--- config.mk ---
export PLATFORM = sky130hd
export DESIGN_NAME = cap_walker
export DESIGN_NICKNAME = d
export VERILOG_FILES = /design/src/rtl/cw_pkg.sv /design/src/rtl/cw_ptr_check.sv /design/src/rtl/cw_step_ctr.sv /design/src/rtl/cap_walker.sv
export SDC_FILE = /design/constraint.sdc
export NUM_CORES = 1
export LEC_CHECK = 0
export ABC_AREA = 1
export BUFFER_PORTS_ARGS = -buffer_cell sky130_fd_sc_hd__buf_2
export CAP_MARGIN = 15
export CORE_UTILIZATION = 40
export DETAILED_ROUTE_END_ITERATION = 16
export PLACE_DENSITY = 0.63
export SLEW_MARGIN = 10
export SYNTH_ARGS = -nofsm -noshare
export SYNTH_HDL_FRONTEND = slang
export SYNTH_SLANG_ARGS = --single-unit
--- constraint.sdc ---
create_clock -name clk -period 2 [get_ports clk]
set_input_delay 0.3 -clock clk [delete_from_list [all_inputs] [get_ports clk]]
set_output_delay 0.3 -clock clk [all_outputs]
set_load 0.05 [all_outputs]
--- src/rtl/cw_pkg.sv ---
package cw_pkg;

    localparam int CW_DW          = 32;
    localparam int CW_STATUS_OFS  = 8'h04;
    localparam int CW_ROOT_OFS    = 8'h34;
    localparam int CW_CAP_FLAG    = 20;     // bit 4 of the upper status half
    localparam int CW_ID_VENDOR   = 8'h09;

    typedef enum logic [2:0] {
        S_IDLE,
        S_STATUS,
        S_ROOT,
        S_HDR,
        S_EMIT,
        S_FINISH
    } walk_state_t;

endpackage

--- src/rtl/cw_ptr_check.sv ---
module cw_ptr_check #(
    parameter int ADDR_W  = 8,
    parameter int MIN_PTR = 64
) (
    input  logic [ADDR_W-1:0] ptr,
    output logic              is_null,
    output logic              is_bad
);
    localparam logic [ADDR_W-1:0] FLOOR = ADDR_W'(MIN_PTR);

    always_comb begin
        is_null = (ptr == '0);
        is_bad  = !is_null && ((ptr < FLOOR) || (ptr[1:0] != 2'b00));
    end
endmodule

--- src/rtl/cw_step_ctr.sv ---
module cw_step_ctr #(
    parameter int LIMIT = 48
) (
    input  logic clk,
    input  logic rst_n,
    input  logic clr,
    input  logic inc,
    output logic last_slot
);
    localparam int CW = $clog2(LIMIT + 1);

    logic [CW-1:0] count_q;

    always_ff @(posedge clk or negedge rst_n) begin
        if (!rst_n)
            count_q <= '0;
        else if (clr)
            count_q <= '0;
        else if (inc && count_q != CW'(LIMIT))
            count_q <= count_q + 1'b1;
    end

    // true while the entry being accepted is the LIMIT-th of the walk
    assign last_slot = (count_q == CW'(LIMIT - 1));
endmodule

--- src/rtl/cap_walker.sv ---
module cap_walker
    import cw_pkg::*;
#(
    parameter int ADDR_W    = 8,
    parameter int MAX_STEPS = 48,
    parameter int MIN_PTR   = 64
) (
    input  logic              clk,
    input  logic              rst_n,
    input  logic              start,
    input  logic              search_en,
    input  logic [7:0]        search_id,
    output logic              rd_req,
    output logic [ADDR_W-1:0] rd_addr,
    input  logic              rd_ack,
    input  logic [CW_DW-1:0]  rd_data,
    output logic              ent_valid,
    input  logic              ent_ready,
    output logic [ADDR_W-1:0] ent_offset,
    output logic [7:0]        ent_id,
    output logic [15:0]       ent_priv,
    output logic              done,
    output logic              busy,
    output logic              warn,
    output logic              match,
    output logic [ADDR_W-1:0] match_offset
);
    localparam logic [ADDR_W-1:0] A_STATUS = ADDR_W'(CW_STATUS_OFS);
    localparam logic [ADDR_W-1:0] A_ROOT   = ADDR_W'(CW_ROOT_OFS);

    walk_state_t state_q, state_d;

    logic [ADDR_W-1:0] ptr_q, next_q, match_off_q;
    logic [7:0]        id_q, srch_id_q;
    logic [15:0]       priv_q;
    logic              srch_en_q, warn_q, match_q;

    logic [ADDR_W-1:0] root_ptr, chk_ptr;
    logic              chk_null, chk_bad, last_slot;
    logic              accept, hit, walk_go;

    assign root_ptr = ADDR_W'({rd_data[7:2], 2'b00});
    assign chk_ptr  = (state_q == S_ROOT) ? root_ptr : next_q;
    assign accept   = (state_q == S_EMIT) && ent_ready;
    assign hit      = srch_en_q && (id_q == srch_id_q);
    assign walk_go  = (state_q == S_IDLE) && start;

    cw_ptr_check #(
        .ADDR_W (ADDR_W),
        .MIN_PTR(MIN_PTR)
    ) u_ptr_check (
        .ptr    (chk_ptr),
        .is_null(chk_null),
        .is_bad (chk_bad)
    );

    cw_step_ctr #(
        .LIMIT(MAX_STEPS)
    ) u_steps (
        .clk      (clk),
        .rst_n    (rst_n),
        .clr      (walk_go),
        .inc      (accept),
        .last_slot(last_slot)
    );

    // state register
    always_ff @(posedge clk or negedge rst_n) begin
        if (!rst_n)
            state_q <= S_IDLE;
        else
            state_q <= state_d;
    end

    // transitions
    always_comb begin
        state_d = state_q;
        unique case (state_q)
            S_IDLE:   if (start) state_d = S_STATUS;
            S_STATUS: if (rd_ack) state_d = rd_data[CW_CAP_FLAG] ? S_ROOT : S_FINISH;
            S_ROOT:   if (rd_ack) state_d = (chk_null || chk_bad) ? S_FINISH : S_HDR;
            S_HDR:    if (rd_ack) state_d = S_EMIT;
            S_EMIT: begin
                if (ent_ready) begin
                    if (hit || chk_null || chk_bad || last_slot)
                        state_d = S_FINISH;
                    else
                        state_d = S_HDR;
                end
            end
            S_FINISH: state_d = S_IDLE;
            default:  state_d = S_IDLE;
        endcase
    end

    // walk data path
    always_ff @(posedge clk or negedge rst_n) begin
        if (!rst_n) begin
            ptr_q       <= '0;
            next_q      <= '0;
            id_q        <= '0;
            priv_q      <= '0;
            srch_en_q   <= 1'b0;
            srch_id_q   <= '0;
            warn_q      <= 1'b0;
            match_q     <= 1'b0;
            match_off_q <= '0;
        end else begin
            if (walk_go) begin
                srch_en_q   <= search_en;
                srch_id_q   <= search_id;
                warn_q      <= 1'b0;
                match_q     <= 1'b0;
                match_off_q <= '0;
            end
            if (state_q == S_ROOT && rd_ack) begin
                ptr_q <= root_ptr;
                if (chk_bad) warn_q <= 1'b1;
            end
            if (state_q == S_HDR && rd_ack) begin
                id_q   <= rd_data[7:0];
                next_q <= ADDR_W'(rd_data[15:8]);
                priv_q <= rd_data[31:16];
            end
            if (accept) begin
                if (hit) begin
                    match_q     <= 1'b1;
                    match_off_q <= ptr_q;
                end else if (chk_null) begin
                    warn_q <= warn_q;
                end else if (chk_bad || last_slot) begin
                    warn_q <= 1'b1;
                end else begin
                    ptr_q <= next_q;
                end
            end
        end
    end

    // outputs decoded from the state
    always_comb begin
        rd_req    = 1'b0;
        rd_addr   = '0;
        ent_valid = 1'b0;
        done      = 1'b0;
        busy      = 1'b1;
        unique case (state_q)
            S_IDLE:   busy = 1'b0;
            S_STATUS: begin rd_req = 1'b1; rd_addr = A_STATUS; end
            S_ROOT:   begin rd_req = 1'b1; rd_addr = A_ROOT;   end
            S_HDR:    begin rd_req = 1'b1; rd_addr = ptr_q;    end
            S_EMIT:   ent_valid = 1'b1;
            S_FINISH: done = 1'b1;
            default:  busy = 1'b0;
        endcase
    end

    assign ent_offset   = ptr_q;
    assign ent_id       = id_q;
    assign ent_priv     = priv_q;
    assign warn         = warn_q;
    assign match        = match_q;
    assign match_offset = match_off_q;

endmodule

# == Yosys cells after proc, flatten, opt, wreduce, memory -nomap -nowiden ==
# Cells that the tools add are included.
# classes
reduce_logical,21
muxes,35
n_lt_le_gt_ge,1
n_addsub,1
eq_ne,14
# op_table
cell,count
$mux 8,9
$mux 3,8
$pmux 8 s3,1
$pmux 3 s5,1
$mux 1,14
$mux 6,2
$ne 2x2->1 const B,5
$eq 8x8->1,1
$logic_not 8->1,1
$lt 8x7->1 const B,1
$logic_and 1x1->1,7
$add 6x1->6 const B,1
$eq 3x2->1 const B,2
$eq 3x3->1 const B,2
$eq 6x6->1 const B,1
$logic_or 1x1->1,6
$ne 6x6->1 const B,1
$reduce_and 5->1,1
$reduce_or 5->1,1
$reduce_bool 2->1,2
$eq 3x1->1 const B,1
$logic_not 3->1,1
$ne 3x3->1 const B,1
$reduce_or 3->1,1
$logic_not 1->1,1
# word_totals
in_bits,46
register_bits,68

# == Logic depth before layout (Yosys ltp) ==
# logic_depth
ltp_word,11
mapped_depth,12
mapped_depth_nobuf,12

# == By module ==
# A second synthesis with hierarchy kept.
# unflattened
cells_unflattened,380
area_unflattened_um2,3474.6
# modules_own_cells
mod,instances,seq_area_each_um2,area_per_inst_um2,cells_each
cap_walker,1,1551.5,3039.2,317
cw_step_ctr,1,150.1,392.9,54
cw_ptr_check,1,0.0,42.5,9

# == Worst setup path after synthesis ==
# No wires, ideal clock.
# synth_timing
path_type,register -> output
start,register state_q[2]
end,output rd_addr[0]
path_buffers,0
arrival_ps,2339
required_ps,1700
setup_slack_ps,-639
path_stages_with_launch,7
path_cell_list,dfrtp_1 -> inv_2 -> ha_1 -> inv_1 -> nand2_1 -> inv_1 -> nor3_1
# synth_via
elab_chain_len,2
elab_cells_between_ends,4
cone_classes,eq/ne: 3; mux: 1
# synth_rtl
item,line_no,rtl
from (decl),cap_walker.sv:31,"walk_state_t state_q, state_d;"
from (signal assigned),cap_walker.sv:72,state_q <= state_d;
$eq 3x2->1 / $eq 3x1->1 (equally long branches),cap_walker.sv:147,unique case (state_q)
$pmux 8 s3 *,cap_walker.sv:147,
to (decl),cap_walker.sv:14,"output logic [ADDR_W-1:0] rd_addr,"
# Mark *: on every way between the ends. The rest lies on a longest branch, timed or not.

# == Worst setup path after layout ==
# layout_timing
start,register state_q[2]
end,output rd_addr[1]
# Same word-level chain as after synthesis.

==> metrics <==
placed cells=~570; Placed Area=a little under 4000 um2; Hold EP=srch_en_q; Worst-Margin Slew=roughly 0.42 ns; global-route wire length before repair=between 10 and 15 mm; CTS root buf=clkbuf_8; Max Clock Freq=between 400 and 500 MHz; total negative slack=-0.0380 ns; Initial Util=41.7%; average cell area after synthesis=a little under 9 um2; outcome=complete, but fails checks; Die Wd=around 90 um; crit end category=output port; failing checks=negative setup slack; Clock Skew=between 0.01 and 0.015 ns; length of the first detailed-routing pass in iterations=4; synthesized cell area=roughly 3300 um2; Worst Hold Depth=3; CTS sink count=68; Yosys top cell by area=dfrtp_1; Critical Path AT=1.71 ns; Area growth, synth to finish=32.0%; worst hold start=search_en; I/O pin count=100; initial antenna violation count=0; CTS tree=done; vias in the first global route=between 2000 and 3000; pin count of the biggest net entering global routing=69; vias per cell=~4.7; ANT cells=0; #FFs+latches synth=between 60 and 70; worst-path fanout max=5; register area share after synthesis=52.3%; die outline height=approximately 92 um; Hold Path Class=input port to flop; nets=between 500 and 600; Design Area, Final=between 4000 and 5000 um2; Slew Viols, Final=0; Routed WL=roughly 7.6 mm; max capacitance violation total=0; WL/cell=12.9 um; Yosys cell types=30; DRT iter0 DRCs=119; Startpoint Class=flop; Slew HR=between 70% and 80%; reg2reg end=match_offset[7]; setup ws final=-0.0126 ns; clock tree buffer depth=2; Final Core Density=between 50% and 60%; DR DRC count=0; RSZ-0062 raised after global routing=true; pwr dens=about 1600 nW/um2; share of cells above drive strength 1=between 30% and 40%; Worst Path Required=1.70 ns; R2R depth=8; H-tree levels=3; cells after synthesis=about 370; die area=roughly 8500 um2; global route overflow=0; crit share post-route=101%; TritonCTS Buffers=9; core area=7810 um2; placer congestion estimate=slightly below 0.9; r2r setup slk=0.16 ns; vias=between 2000 and 3000; post-DP HPWL=5.46 mm; LEAKAGE=0.00231 uW; post-synth top area share=52.3%; endpoints failing hold=0; post-layout min period=about 2 ns; Reg clk slew, reported paths=approximately 0.08 ns; Post-Syn Nets=416; non-filler cells, final=roughly 590; row count=32; # setup viols final=4; Reg2Reg Launch Point=state_q[1]; Clk Latency, worst-skew pair=approximately 0.35 ns; worst vdd ir=between 0.9 and 1 mV; Synth area leaders=dfrtp_1 (52%), nand2_1 (12%), mux2_2 (5.9%); Tot GR Track Use=roughly a fifth; CP Class=flop to output port; post-route ant nets=0; minimum hold slack=0.154 ns; IO buf count=99; YS warnings=0
[cell type report]
cell class                      count  area (um2)
Clock inverter                      6        71.3
Clock buffer                       10         138
Fill cell                         744        3510
Sequential cell                    68        1700
Inverter                           52         203
Timing Repair Buffer              111         647
Multi-Input combinational cell    239        1410
Tap cell                          102         128
[cells in the mapped netlist]
cell / count
nand2_2: 4
o21ai_0: 30
mux2_1: 6
nand4_2: 1
clkinv_2: 1
nand3_4: 1
nand2_4: 1
nor3_1: 5
nor3_2: 2
buf_2: 7
xor2_1: 2
ha_1: 3
nor2_1: 17
nand2_1: 101
nand4_1: 3
inv_1: 45
nor2_2: 3
clkbuf_1: 1
a21oi_1: 5
inv_2: 6
o211ai_1: 3
dfrtp_1: 68
o221ai_1: 1
o21ai_1: 4
a211oi_1: 1
nor2_4: 4
nand3_1: 23
mux2_2: 17
o21ai_2: 1
a21boi_0: 1
[kinds of logic after synthesis]
kind of cell | share of synthesized area [%]
buffers and inverters | 7.23
AO/OA/AOI/OAI | 7.69
multiplexers | 7.96
XOR/XNOR | 0.539
adder cells (fa/ha/maj) | 1.15
AND/OR/NAND/NOR | 23.1
flip-flops | 52.3
[critical path, cell delays in order, from the launching register on]
cell and delay (ns):
dfrtp_1 0.40, inv_2 0.14, ha_4 0.15, inv_2 0.04, nand2_4 0.06, clkinvlp_4 0.21, nor3_4 0.18, buf_6 0.18
[routing by layer]
layer / vias to the layer above / global-route usage [%] / wire (um)
met5: - / 0 / 0
met4: 0 / 7.55 / 138
met3: 14 / 5.06 / 502
met2: 88 / 31.5 / 3560
met1: 1266 / 24.9 / 3380
li1: 1405 / - / -
[through the flow]
| stage | setup slack [ns] | power (uW) |
|---|---|---|
| 3_5_place_dp | 0.130 | 5610 |
| 3_3_place_gp | 0.204 | 5560 |
| 5_1_grt | -0.0943 | 7400 |
| 4_1_cts | 0.00340 | 6970 |
| 6_report | -0.0126 | 6930 |
| 2_1_floorplan | -0.0351 | 4820 |
[cell usage in the layout (no fill, tap or decap), types with 10 or more instances in the layout]
| cell | netlist | final |
|---|---|---|
| o21ai_0 | 30 | 29 |
| buf_2 | 7 | 91 |
| nor2_1 | 17 | 16 |
| buf_4 | 0 | 10 |
| dfrtp_1 | 68 | 67 |
| mux2_2 | 17 | 17 |
| clkbuf_8 | 0 | 10 |
| inv_1 | 45 | 42 |
| nand3_1 | 23 | 22 |
| nand2_1 | 101 | 100 |
[state kept, by name, summed over array words and instances (netlist names)]
signal and cells:
match 1, ent_priv 16, next_q 8, srch_en_q 1, srch_id_q 8, state_q 3
ent_offset 8, u_steps.count_q 6, ent_id 8, match_offset 8, warn 1
[worst max-delay path by stage]
| stage | from | end | slack [ns] | cells past startpoint |
|---|---|---|---|---|
| 2_1_floorplan | state_q[2] | rd_addr[0] | -0.04 | 6 |
| 3_3_place_gp | state_q[2] | rd_addr[0] | 0.20 | 6 |
| 3_5_place_dp | state_q[2] | rd_addr[0] | 0.13 | 6 |
| 4_1_cts | state_q[1] | rd_addr[3] | 0.003 | 6 |
| 5_1_grt | state_q[2] | rd_addr[1] | -0.09 | 7 |
| 6_report | state_q[2] | rd_addr[1] | -0.01 | 7 |
[power breakdown]
group	internal [uW]	leakage, uW	total, uW	switching (uW)
logic	1000	0.00135	3480	2480
clock network	620	0.0000995	1190	568
registers	1890	0.000864	2260	377
[what timing repair did]
action,4_1_cts,5_1_grt
hold endpoints to repair,68,0
setup endpoints to repair,5,10
pin swaps,2,1
cloned,0,0
buffers inserted,5,1
hold buffers,1,0
resized for setup,21,5
(Power assumes the default switching activity.)
